File: src/rtl/sync_card_engine.sv
module sync_card_engine #(
  parameter int DEPTH = 4,
  parameter int LENW  = 8
) (
  input  logic            clk,
  input  logic            rst_n,
  input  logic            clk_rise,
  input  logic            clk_fall,
  input  logic            clk_parked_hi,
  input  logic            tx_push,
  input  logic [7:0]      tx_wdata,
  output logic            tx_full,
  input  logic            tx_rd,
  input  logic            rx_pop,
  output logic [7:0]      rx_rdata,
  output logic            rx_bit9,
  output logic            rx_empty,
  input  logic            len_load,
  input  logic [LENW-1:0] len_value,
  input  logic            dir_tx,
  input  logic            mode9,
  input  logic            direct_en,
  input  logic            sw_data,
  input  logic            irq_en,
  input  logic            irq_clr,
  input  logic            io_in,
  output logic            io_oe,
  output logic            io_sampled,
  output logic            irq
);
  localparam int AW = (DEPTH > 1) ? $clog2(DEPTH) : 1;
  localparam logic [AW:0] FULL = (AW+1)'(DEPTH);

  logic [7:0]      txm [DEPTH];
  logic [8:0]      rxm [DEPTH];
  logic [AW-1:0]   twp, trp, rwp, rrp;
  logic [AW:0]     tcnt, rcnt;
  logic [LENW-1:0] len_max, len_cnt, len_nxt;
  logic            done, fresh, hi_stop, flag, dir_q, rd_armed, tx_bit, samp;
  logic [3:0]      bptr;
  logic [8:0]      shreg, rx_word;

  wire active   = (len_max != '0) && !done;
  wire fall_ev  = clk_fall && active;
  wire skip     = fresh && hi_stop;
  wire dir_chg  = dir_tx != dir_q;
  wire tx_has   = tcnt != '0;
  wire tx_go    = fall_ev && !skip && dir_tx && !dir_chg;
  wire tx_pop_i = tx_go && tx_has && bptr == 4'd7;
  wire rx_go    = clk_rise && active && !dir_tx && !dir_chg && !len_load;
  wire [3:0] last = mode9 ? 4'd8 : 4'd7;
  wire rx_wdone = rx_go && bptr == last;
  wire rx_push  = rx_wdone && rcnt != FULL;
  wire rx_pop_i = rx_pop && !rx_empty;
  wire flush    = tx_rd && rd_armed;
  wire push_ok  = tx_push && !tx_full && !flush;
  wire direct   = direct_en && (len_max == '0 || done);

  assign len_nxt    = len_cnt + 1'b1;
  assign tx_full    = tcnt == FULL;
  assign rx_empty   = rcnt == '0;
  assign rx_rdata   = rxm[rrp][7:0];
  assign rx_bit9    = rxm[rrp][8];
  assign io_oe      = dir_tx && !(direct ? sw_data : tx_bit);
  assign io_sampled = samp;
  assign irq        = flag && irq_en;

  always_comb begin
    rx_word = shreg;
    rx_word[bptr] = io_in;
    if (!mode9) rx_word[8] = 1'b0;
  end

  always_ff @(posedge clk) begin
    if (push_ok) txm[twp] <= tx_wdata;
    if (rx_push) rxm[rwp] <= rx_word;
  end

  always_ff @(posedge clk or negedge rst_n) begin
    if (!rst_n) begin
      twp <= '0; trp <= '0; tcnt <= '0; rd_armed <= 1'b0;
    end else if (flush) begin
      twp <= '0; trp <= '0; tcnt <= '0; rd_armed <= 1'b0;
    end else begin
      if (push_ok) twp <= twp + 1'b1;
      if (tx_pop_i) trp <= trp + 1'b1;
      tcnt <= tcnt + push_ok - tx_pop_i;
      if (tx_rd) rd_armed <= 1'b1;
      else if (tx_push) rd_armed <= 1'b0;
    end
  end

  always_ff @(posedge clk or negedge rst_n) begin
    if (!rst_n) begin
      rwp <= '0; rrp <= '0; rcnt <= '0;
    end else begin
      if (rx_push) rwp <= rwp + 1'b1;
      if (rx_pop_i) rrp <= rrp + 1'b1;
      rcnt <= rcnt + rx_push - rx_pop_i;
    end
  end

  always_ff @(posedge clk or negedge rst_n) begin
    if (!rst_n) begin
      len_max <= '0; len_cnt <= '0; done <= 1'b0; fresh <= 1'b0; flag <= 1'b0;
    end else begin
      if (len_load) begin
        len_max <= len_value; len_cnt <= '0; done <= 1'b0; fresh <= 1'b1;
      end else if (fall_ev) begin
        len_cnt <= len_nxt; fresh <= 1'b0;
        if (len_nxt == len_max) done <= 1'b1;
      end
      if (!len_load && fall_ev && len_nxt == len_max) flag <= 1'b1;
      else if (irq_clr) flag <= 1'b0;
    end
  end

  always_ff @(posedge clk or negedge rst_n) begin
    if (!rst_n) begin
      bptr <= '0; shreg <= '0; tx_bit <= 1'b1; dir_q <= 1'b0;
      hi_stop <= 1'b0; samp <= 1'b0;
    end else begin
      dir_q <= dir_tx;
      if (clk_parked_hi) hi_stop <= 1'b1;
      else if (clk_fall) hi_stop <= 1'b0;
      if (clk_rise) samp <= io_in;
      if (len_load) tx_bit <= 1'b1;
      else if (tx_go) tx_bit <= tx_has ? txm[trp][bptr[2:0]] : 1'b1;
      if (len_load || dir_chg) bptr <= '0;
      else if (tx_go && tx_has) bptr <= (bptr == 4'd7) ? 4'd0 : bptr + 1'b1;
      else if (rx_go) begin
        shreg <= rx_word;
        bptr  <= rx_wdone ? 4'd0 : bptr + 1'b1;
      end
    end
  end

  a_r12_tx_bound: assert property (@(posedge clk) disable iff (!rst_n) tcnt <= FULL);
  a_r8_rx_bound: assert property (@(posedge clk) disable iff (!rst_n) rcnt <= FULL);
  a_r3_done_at_max: assert property (@(posedge clk) disable iff (!rst_n)
    done |-> len_cnt == len_max);
  a_r3_frozen: assert property (@(posedge clk) disable iff (!rst_n)
    (done && !len_load) |=> $stable(len_cnt));
  a_r4_masked: assert property (@(posedge clk) disable iff (!rst_n) irq |-> irq_en);
  a_r2_rx_release: assert property (@(posedge clk) disable iff (!rst_n) !dir_tx |-> !io_oe);
  a_r8_push_on_rise: assert property (@(posedge clk) disable iff (!rst_n)
    !clk_rise |=> rcnt <= $past(rcnt));
  a_r8_bptr_range: assert property (@(posedge clk) disable iff (!rst_n) bptr <= 4'd8);
endmodule

File: config.mk
export PLATFORM = sky130hd
export DESIGN_NAME = sync_card_engine
export DESIGN_NICKNAME = d
export VERILOG_FILES = /design/src/rtl/sync_card_engine.sv
export SDC_FILE = /design/constraint.sdc
export NUM_CORES = 1
export LEC_CHECK = 0
export BUFFER_PORTS_ARGS = -buffer_cell sky130_fd_sc_hd__buf_4
export CAP_MARGIN = 30
export CELL_PAD_IN_SITES_DETAIL_PLACEMENT = 1
export CELL_PAD_IN_SITES_GLOBAL_PLACEMENT = 2
export CORE_MARGIN = 2
export CORE_UTILIZATION = 38
export CTS_CLUSTER_DIAMETER = 40
export DETAILED_ROUTE_END_ITERATION = 10
export GPL_TIMING_DRIVEN = 0
export PLACE_DENSITY_LB_ADDON = 0.1
export SETUP_SLACK_MARGIN = 0.2
export SLEW_MARGIN = 25
export SYNTH_ARGS = -nofsm -noshare
export SYNTH_HDL_FRONTEND = slang
export SYNTH_SLANG_ARGS = --single-unit
File: constraint.sdc
create_clock -name clk -period 2.5 [get_ports clk]
set_input_delay 0 -clock clk [delete_from_list [all_inputs] [get_ports clk]]
set_output_delay 0 -clock clk [all_outputs]
set_load 0.01 [all_outputs]
==> impl_metrics.env, run 1 <==
export IMPL_status="complete, but fails checks"
export IMPL_violations="negative setup slack"
export IMPL_end_kind="flip-flop"
export IMPL_finish_net_count=534
export IMPL_slowest_stage="or4b_4"
export IMPL_drt_pre_antenna_iters=4
export IMPL_via_per_inst=5.03
export IMPL_gp_congestion=0.732
export IMPL_fin_ws_ps=-150
export IMPL_drt_iter0_drc=177
export IMPL_synthMuxAreaShare_pct=13.4
export IMPL_cts_htree_levels=4
export IMPL_synthSimpleGateAreaFrac_pct=9.26
export IMPL_cp_required_ps=2800
export IMPL_overflow=0
export IMPL_timing_setup_tns_ps=-220
export IMPL_synth_compound_area_share_pct=4.86
export IMPL_die_y_um=124
export IMPL_period_needed_ps=2650
export IMPL_yosysSeqAreaShare_pct=61.1
export IMPL_min_to="rrp[0]$_DFFE_PN0P_"
export IMPL_drc=0
export IMPL_slew_headroom_pct=54.7
export IMPL_rr_worst_depth=12
export IMPL_drv_slew=0
export IMPL_syn_inst=378
export IMPL_start_util_pct=39.0
export IMPL_crit_buf_inv=3
export IMPL_clk_pin_slew_ps=50
export IMPL_cts_made_buffers=17
export IMPL_synth_avg_cell_area_um2=14.4
export IMPL_worst_hold_slack_ps=24.1
export IMPL_wl_per_cell_um=16.8
export IMPL_io_buffers=44
export IMPL_vdd_ir_drop_max_v=0.000425
export IMPL_period_share_pct=106
export IMPL_hold_depth=3
export IMPL_ys_seq_elements=119
export IMPL_r2r_end="rcnt[2]$_DFF_PN0_"
export IMPL_synth_most_common_cell="edfxtp_1"
export IMPL_yosysTopAreaCell="edfxtp_1"
export IMPL_synth_distinct_cells=52
export IMPL_first_global_vias=3721
export IMPL_rr_startpoint="dir_q$_DFF_PN0_"
export IMPL_track_usage_pct=16.8
export IMPL_hp_start="rx_pop"
export IMPL_cellPowerDensity_nw_per_um2=851
export IMPL_hp_class="in2reg"
export IMPL_rsz0062_at_grt="yes"
export IMPL_synthTopCellsByCount="edfxtp_1, dfrtp_1, mux2_2"
export IMPL_die_area_um2=15300
export IMPL_ys_warnings_count=0
export IMPL_num_vias=3397
export IMPL_grt_max_degree=52
export IMPL_rows=43
export IMPL_core_um2=13900
export IMPL_synthArstFlopShare_pct=42.9
export IMPL_synth_edf_count=68
export IMPL_max_freq_ghz=0.377
export IMPL_power_leakage_nw=2.83
export IMPL_ys_flop_type="edfxtp_1"
export IMPL_synth_xor_area_share_pct=4.19
export IMPL_synth_nets=429
export IMPL_rrSetupSlack_ps=-150
export IMPL_fin_worst_skew_ps=9.03
export IMPL_maxCapViolCount=0
export IMPL_setup_viol=2
export IMPL_cp_cell_sequence="or4b_4 > a211oi_4 > nand2_2 > a21oi_4 > inv_1 > ha_1 > inv_1 > ha_1 > inv_2 > fa_2 > xnor2_2 > xnor2_1"
export IMPL_cp_max_fo=2
export IMPL_cp_top_family="adder cells"
export IMPL_worst_skew_pair_late_latency_ps=420
export IMPL_layout_drive_gt1_share_pct=34.9
export IMPL_drtAntennaViolNets=0
export IMPL_netlist_area_um2=5430
export IMPL_antenna_found_initial=0
export IMPL_synthAdderAreaFrac_pct=4.65
export IMPL_cp_start_kind="flip-flop"
export IMPL_ctsLongestPathBuffers=2
export IMPL_clockRootBuffer="clkbuf_16"
export IMPL_area_delta_synth_final_pct=31.3
export IMPL_cts_tree="built"
export IMPL_fin_util_pct=51.2
export IMPL_ioPinCount=46
export IMPL_cts_num_sinks=119
export IMPL_dieWidth_um=124
export IMPL_drt_wl_total_um=11400
export IMPL_tightest_slew_ps=679
export IMPL_grt_first_pass_wirelength_um=18900
export IMPL_power_w=0.00607
export IMPL_hold_viol=0
export IMPL_crit_start="dir_q$_DFF_PN0_"
export IMPL_synth_top_area_share_pct=37.6
export IMPL_diodes=0
export IMPL_synth_top_family_by_area="multiplexers"
export IMPL_cpPeakStageDelay_ps=500
export IMPL_synth_area_leaders="edfxtp_1, dfrtp_1, mux4_2, mux2_2, ha_1"
export IMPL_detailed_place_hpwl_um=7730
export IMPL_critical_path_arrival_ps=2950
export IMPL_worstSetupPathType="reg2reg"
report_power, final:
group	total [W]	switching (W)	internal (W)
logic	0.00119	0.000573	0.000618
registers	0.00251	0.000167	0.00235
clock network	0.00236	0.000820	0.00154
per-layer routing:
metal | vias to the layer above | share of wire, % | global-route usage, %
li1 | 1601 | - | -
met4 | 0 | 1.9 | 7.67
met3 | 17 | 2.7 | 4.34
met5 | - | 0 | 0
met1 | 1731 | 44 | 20.4
met2 | 48 | 52 | 28.2
logic make-up after synthesis:
| family | after synthesis |
|---|---|
| flip-flops | 119 |
| AND/OR/NAND/NOR | 97 |
| multiplexers | 49 |
| AO/OA/AOI/OAI | 35 |
| buffers and inverters | 33 |
| XOR/XNOR | 26 |
| adder cells (fa/ha/maj) | 19 |
layout make-up:
class | instances | area [µm²]
clock inverter | 12 | 134
tap | 180 | 225
timing repair buffer | 86 | 708
clock buffer | 20 | 437
multi-input combinational | 226 | 2140
buffer | 12 | 77.6
sequential | 119 | 3320
inverter | 21 | 80.1
fill | 1361 | 6810
state kept, by name (all words and copies together), names as in the netlist, 3 cells and up:
signal,cells
rxm,36
txm,32
shreg,9
len_cnt,8
len_max,8
bptr,4
rcnt,3
tcnt,3
placed cells by master, fill, tap and decap left out, types with 4 or more instances in the layout:
| cell type | synthesis | final |
|---|---|---|
| edfxtp_1 | 68 | 68 |
| buf_4 | 0 | 61 |
| dfrtp_1 | 50 | 47 |
| mux2_2 | 26 | 26 |
| dlygate4sd3_1 | 0 | 25 |
| nand2_1 | 21 | 21 |
| nor2_1 | 22 | 21 |
| clkbuf_16 | 0 | 17 |
| inv_1 | 20 | 16 |
| mux4_2 | 16 | 16 |
| xnor2_1 | 17 | 16 |
| ha_1 | 17 | 14 |
| clkbuf_1 | 8 | 9 |
| xor2_1 | 9 | 8 |
| nand4_1 | 8 | 8 |
| nor2b_1 | 7 | 7 |
| nor3_1 | 9 | 7 |
| and2_1 | 6 | 6 |
| mux2i_1 | 6 | 6 |
| clkinv_2 | 0 | 5 |
| inv_2 | 0 | 4 |
| o21ai_0 | 4 | 4 |
| a211oi_1 | 5 | 4 |
| clkinv_1 | 1 | 4 |
worst min-delay path, delay by kind of cell:
family	cells	cell delay [ps]
XOR/XNOR	1	130
buffers and inverters	1	100
AND/OR/NAND/NOR	1	150
how the worst max path moves through the flow:
stage	end	slack (ps)	cells after the start
5_1_grt	rcnt[2]$_DFF_PN0_	-290	12
4_1_cts	rcnt[2]$_DFF_PN0_	-190	12
2_1_floorplan	rcnt[2]$_DFF_PN0_	-150	12
6_report	rcnt[2]$_DFF_PN0_	-150	12
3_5_place_dp	rcnt[2]$_DFF_PN0_	-720	13
3_3_place_gp	rcnt[2]$_DFF_PN0_	-690	13
timing repair:
item / 4_1_cts / 5_1_grt
hold buffers: 25 / 0
pin swaps: 4 / 9
endpoints found under the setup margin: 41 / 4
endpoints found under the hold margin: 96 / 0
buffers inserted: 6 / 11
gates resized for setup: 16 / 11
stage by stage:
stage          std cells  area, µm²  worst slack [ps]
2_1_floorplan        378       5510              -150
3_3_place_gp         602       6070              -685
3_5_place_dp         602       6070              -716
4_1_cts              665       7010              -189
5_1_grt              676       7130              -289
6_report             676       7130              -150
No activity file was read; power rests on OpenSTA's default activity.
==> run 2, diff against run 1 <==
Settings changed: SKIP_LAST_GASP set to 1.
==> impl_metrics.env, run 2 (synthesized netlist as in run 1, its figures left out) <==
export IMPL_first_global_vias=3721
export IMPL_detailed_place_hpwl_um=7730
export IMPL_layout_drive_gt1_share_pct=34.9
export IMPL_diodes=0
export IMPL_antenna_found_initial=0
export IMPL_via_per_inst=5.01
export IMPL_cts_htree_levels=4
export IMPL_finish_net_count=534
export IMPL_status="complete, but fails checks"
export IMPL_drt_pre_antenna_iters=4
export IMPL_cts_tree="built"
export IMPL_setup_viol=2
export IMPL_power_w=0.00607
export IMPL_drc=0
export IMPL_cpPeakStageDelay_ps=500
export IMPL_ctsLongestPathBuffers=2
export IMPL_cts_num_sinks=119
export IMPL_ioPinCount=46
export IMPL_cts_made_buffers=17
export IMPL_max_freq_ghz=0.377
export IMPL_fin_worst_skew_ps=9.11
export IMPL_num_vias=3390
export IMPL_clk_pin_slew_ps=50
export IMPL_period_needed_ps=2650
export IMPL_cp_max_fo=2
export IMPL_cp_required_ps=2800
export IMPL_power_leakage_nw=2.82
export IMPL_vdd_ir_drop_max_v=0.000425
export IMPL_fin_ws_ps=-150
export IMPL_cellPowerDensity_nw_per_um2=851
export IMPL_drt_wl_total_um=11400
export IMPL_rows=43
export IMPL_slowest_stage="or4b_4"
export IMPL_final_common_cell="edfxtp_1"
export IMPL_track_usage_pct=16.8
export IMPL_overflow=0
export IMPL_rsz0062_at_grt="yes"
export IMPL_drt_iter0_drc=172
export IMPL_largest_reg_flops=36
export IMPL_gp_congestion=0.732
export IMPL_tightest_slew_ps=679
export IMPL_area_delta_synth_final_pct=31.2
export IMPL_die_area_um2=15300
export IMPL_cp_start_kind="flip-flop"
export IMPL_hp_class="in2reg"
export IMPL_dieWidth_um=124
export IMPL_drtAntennaViolNets=0
export IMPL_start_util_pct=39.0
export IMPL_grt_first_pass_wirelength_um=18900
export IMPL_maxCapViolCount=0
export IMPL_worst_skew_pair_late_latency_ps=420
export IMPL_cp_cell_sequence="or4b_4 > a211oi_4 > nand2_2 > a21oi_4 > inv_1 > ha_1 > inv_1 > ha_1 > inv_2 > fa_2 > xnor2_2 > xnor2_1"
export IMPL_cp_top_family="adder cells"
export IMPL_grt_max_degree=52
export IMPL_violations="negative setup slack"
export IMPL_worstSetupPathType="reg2reg"
export IMPL_end_kind="flip-flop"
export IMPL_reg_top3="rxm: 36 flops, txm: 32 flops, shreg: 9 flops"
export IMPL_critical_path_arrival_ps=2950
export IMPL_layout_common_cells="edfxtp_1, buf_4, dfrtp_1"
export IMPL_io_buffers=44
export IMPL_wl_per_cell_um=16.8
export IMPL_core_um2=13900
export IMPL_clockRootBuffer="clkbuf_16"
export IMPL_drv_slew=0
export IMPL_top_register="rxm"
export IMPL_crit_buf_inv=3
export IMPL_slew_headroom_pct=54.7
export IMPL_period_share_pct=106
export IMPL_timing_setup_tns_ps=-219
export IMPL_die_y_um=124
export IMPL_hold_viol=0
## run 2: cell counts in the layout (fill, tap and decap cells not counted)
No cell type changed its count.
## run 2: worst paths after layout
path                                          endpoint              from  cells after the start  slack [ps]
min in group asynchronous             flag$_DFFE_PN0P_             rst_n                      2         170
worst min register to register        flag$_DFFE_PN0P_  flag$_DFFE_PN0P_                      1         470
worst max-delay path                 rcnt[2]$_DFF_PN0_   dir_q$_DFF_PN0_                     12        -150
worst min-delay path                rrp[0]$_DFFE_PN0P_            rx_pop                      3          20
worst max register to register       rcnt[2]$_DFF_PN0_   dir_q$_DFF_PN0_                     12        -150
max in group asynchronous       len_max[1]$_DFFE_PN0P_             rst_n                      2        1840
## run 2: cell type report
| class | count | area [µm²] |
|---|---|---|
| Tap cell | 180 | 225 |
| Inverter | 21 | 80.1 |
| Buffer | 12 | 77.6 |
| Fill cell | 1363 | 6810 |
| Multi-Input combinational cell | 226 | 2140 |
| Clock inverter | 12 | 134 |
| Timing Repair Buffer | 86 | 708 |
| Sequential cell | 119 | 3320 |
| Clock buffer | 20 | 437 |
## run 2: power breakdown
| part | internal [W] | switching (W) |
|---|---|---|
| Combinational | 0.000618 | 0.000573 |
| Sequential | 0.00235 | 0.000167 |
| Clock | 0.00154 | 0.000819 |
## run 2: per-layer routing
metal / vias to the layer above / part of all wire, % / global-route usage, %
met5: - / 0 / 0
met3: 16 / 2.6 / 4.34
met1: 1727 / 44 / 20.4
li1: 1600 / - / -
met2: 47 / 52 / 28.2
met4: 0 / 2.0 / 7.67
## run 2: repair_timing
action	in CTS	in global routing
setup buffers	6	11
gates resized for setup	16	8
hold buffers	25	0
setup endpoints to repair	41	4
pin swaps	4	9
hold endpoints to repair	96	0
## run 2: worst reg2reg max path, cell delays in order, from the launching register on
cell and delay, ps:
dfrtp_1 380, or4b_4 500, a211oi_4 210, nand2_2 110, a21oi_4 130, inv_1 50
ha_1 290, inv_1 60, ha_1 150, inv_2 40, fa_2 350, xnor2_2 140
xnor2_1 130
## run 2: stage by stage
step                      setup slack, ps  utilization [%]  instances  hold slack, ps  instance area [µm²]
after CTS                            -189             50.3        665            11.5                 7010
after global placement               -685             43.5        602            91.5                 6070
after detailed placement             -716             43.5        602            99.5                 6070
after global routing                 -288             51.1        676            55.4                 7130
final                                -150             51.1        676            22.8                 7130
after floorplan                      -150                -        378            -296                 5510
==> run 3, diff against run 2 <==
Settings changed: PLACE_DENSITY set to 0.82, PLACE_DENSITY_LB_ADDON 0.1 to not set.
==> impl_metrics.env, run 3 (synthesized netlist as in run 1, its figures left out) <==
export IMPL_clk_pin_slew_ps=50
export IMPL_fin_ws_ps=-197
export IMPL_drt_iter0_drc=174
export IMPL_hold_viol=0
export IMPL_ioPinCount=46
export IMPL_pwr_share_comb_pct=20.6
export IMPL_hp_class="in2reg"
export IMPL_cp_max_fo=2
export IMPL_cp_start_kind="flip-flop"
export IMPL_cts_num_sinks=119
export IMPL_critical_path_arrival_ps=3020
export IMPL_switching_share_pct=26.4
export IMPL_drc=0
export IMPL_clockRootBuffer="clkbuf_16"
export IMPL_slew_headroom_pct=54.9
export IMPL_worst_skew_pair_late_latency_ps=420
export IMPL_start_util_pct=39.0
export IMPL_top_register="rxm"
export IMPL_cts_htree_levels=4
export IMPL_hp_start="rx_pop"
export IMPL_status="complete, but fails checks"
export IMPL_period_share_pct=108
export IMPL_cp_num_cells=12
export IMPL_gp_congestion=0.798
export IMPL_wl_per_cell_um=17.0
export IMPL_grt_max_degree=52
export IMPL_drv_slew=0
export IMPL_cts_made_buffers=17
export IMPL_min_to="rrp[0]$_DFFE_PN0P_"
export IMPL_p_switching_w=0.00157
export IMPL_overflow=0
export IMPL_multi_input_area_um2=2170
export IMPL_die_y_um=124
export IMPL_maxCapViolCount=0
export IMPL_crit_buf_inv=3
export IMPL_cellPowerDensity_nw_per_um2=834
export IMPL_reg_top3="rxm: 36 flops, txm: 32 flops, shreg: 9 flops"
export IMPL_drt_pre_antenna_iters=4
export IMPL_track_usage_pct=16.7
export IMPL_period_needed_ps=2700
export IMPL_drt_wl_total_um=11500
export IMPL_ctsLongestPathBuffers=2
export IMPL_diodes=0
export IMPL_tightest_slew_ps=677
export IMPL_fin_worst_skew_ps=6.91
export IMPL_r2r_end="rcnt[2]$_DFF_PN0_"
export IMPL_rrSetupSlack_ps=-200
export IMPL_dieWidth_um=124
export IMPL_finish_net_count=535
export IMPL_cp_top_family="adder cells"
export IMPL_hold_depth=3
export IMPL_power_w=0.00595
export IMPL_max_freq_ghz=0.371
export IMPL_io_buffers=44
export IMPL_rsz0062_at_grt="yes"
export IMPL_drtAntennaViolNets=0
export IMPL_internal_power_w=0.00438
export IMPL_cpPeakStageDelay_ps=530
export IMPL_rows=43
export IMPL_vdd_ir_drop_max_v=0.000551
export IMPL_power_leakage_nw=2.81
export IMPL_layout_drive_gt1_share_pct=36.4
export IMPL_seqPwrFrac_pct=42.4
export IMPL_rr_startpoint="dir_q$_DFF_PN0_"
export IMPL_slowest_stage="or4b_4"
export IMPL_setup_viol=2
export IMPL_worst_hold_slack_ps=63.8
export IMPL_end_kind="flip-flop"
export IMPL_clkPwrFrac_pct=36.9
export IMPL_seqCellArea_um2=3330
export IMPL_die_area_um2=15300
export IMPL_cp_required_ps=2830
export IMPL_fillCellCount=1403
export IMPL_core_um2=13900
export IMPL_final_common_cell="edfxtp_1"
export IMPL_place_inst=602
export IMPL_largest_reg_flops=36
export IMPL_grt_first_pass_wirelength_um=18600
export IMPL_violations="negative setup slack"
export IMPL_first_global_vias=3614
export IMPL_detailed_place_hpwl_um=7910
export IMPL_antenna_found_initial=0
export IMPL_cts_tree="built"
export IMPL_rr_worst_depth=12
export IMPL_worstSetupPathType="reg2reg"
export IMPL_num_vias=3417
export IMPL_via_per_inst=5.05
export IMPL_cp_cell_sequence="or4b_4 > a211oi_4 > nand2_2 > a21oi_4 > inv_2 > ha_4 > inv_4 > ha_4 > inv_2 > fa_2 > xnor2_2 > xnor2_1"
export IMPL_final_cells=677
export IMPL_area_delta_synth_final_pct=31.3
export IMPL_layout_common_cells="edfxtp_1, buf_4, dfrtp_1"
==> run 3: changes by cell type in the layout (fill, tap and decap cells not counted), moves of 3 or more <==
cell | previous run | this run
clkbuf_1 | 9 | 13
clkinv_1 | 4 | 0
and2_2 | 5 | 1
bufinv_16 | 3 | 0
and2_4 | 0 | 4
clkbuf_8 | 1 | 6
inv_1 | 16 | 13
==> run 3: timing repair <==
action | 4_1_cts | 5_1_grt
pin swaps | 9 | 13
endpoints found under the hold margin | 96 | 0
cloned | 0 | 0
hold buffers | 25 | 0
setup buffers | 9 | 9
gates resized for setup | 15 | 22
setup endpoints to repair | 41 | 40
==> run 3: how the worst max path moves through the flow <==
stage	startpoint	to	slack, ps
after floorplan	dir_q$_DFF_PN0_	rcnt[2]$_DFF_PN0_	-150
after global placement	bptr[1]$_DFFE_PN0P_	rcnt[2]$_DFF_PN0_	-530
after detailed placement	bptr[1]$_DFFE_PN0P_	rcnt[2]$_DFF_PN0_	-680
after CTS	dir_q$_DFF_PN0_	rcnt[2]$_DFF_PN0_	-210
after global routing	dir_q$_DFF_PN0_	rcnt[2]$_DFF_PN0_	-260
final	dir_q$_DFF_PN0_	rcnt[2]$_DFF_PN0_	-200
==> run 3: cell type report <==
type | instances | area share, %
Inverter | 21 | 1.16
Timing Repair Buffer | 87 | 10.0
Clock inverter | 3 | 0.211
Sequential cell | 119 | 46.6
Tap cell | 180 | 3.16
Multi-Input combinational cell | 226 | 30.4
Clock buffer | 29 | 7.30
Buffer | 12 | 1.04
==> run 3: metal layers <==
layer,GRT usage [%],part of all wire [%]
met1,19.1,42
met2,28.4,52
met3,6.04,3.9
met4,6.46,1.9
met5,0,0
==> run 3: stage by stage <==
step / TNS [ps] / setup slack, ps / instance area, µm² / utilization [%]
floorplan: -236 / -150 / 5510 / -
global placement: -1250 / -534 / 6070 / 43.5
detailed placement: -1630 / -680 / 6070 / 43.5
CTS: -311 / -210 / 7000 / 50.2
global route: -427 / -260 / 7130 / 51.2
finish: -205 / -197 / 7130 / 51.2
==> run 3: worst register-to-register path: cells and delay by family, from the launching register on <==
| kind | cells | cell delay [ps] |
|---|---|---|
| adders and majority gates | 3 | 700 |
| and+or+nand+nor | 2 | 640 |
| DFF | 1 | 380 |
| xor gates and xnor gates | 2 | 380 |
| AOI/OAI and AO/OA | 2 | 350 |
| buffers and inverters | 3 | 140 |
==> run 3: power groups by stage <==
| stage | clock, W | combinational, W | sequential (W) |
|---|---|---|---|
| floorplan | 0 | 0.000767 | 0.00250 |
| global placement | 0 | 0.00107 | 0.00252 |
| detailed placement | 0 | 0.00113 | 0.00254 |
| CTS | 0.00225 | 0.00119 | 0.00252 |
| global route | 0.00232 | 0.00139 | 0.00255 |
| finish | 0.00219 | 0.00123 | 0.00252 |
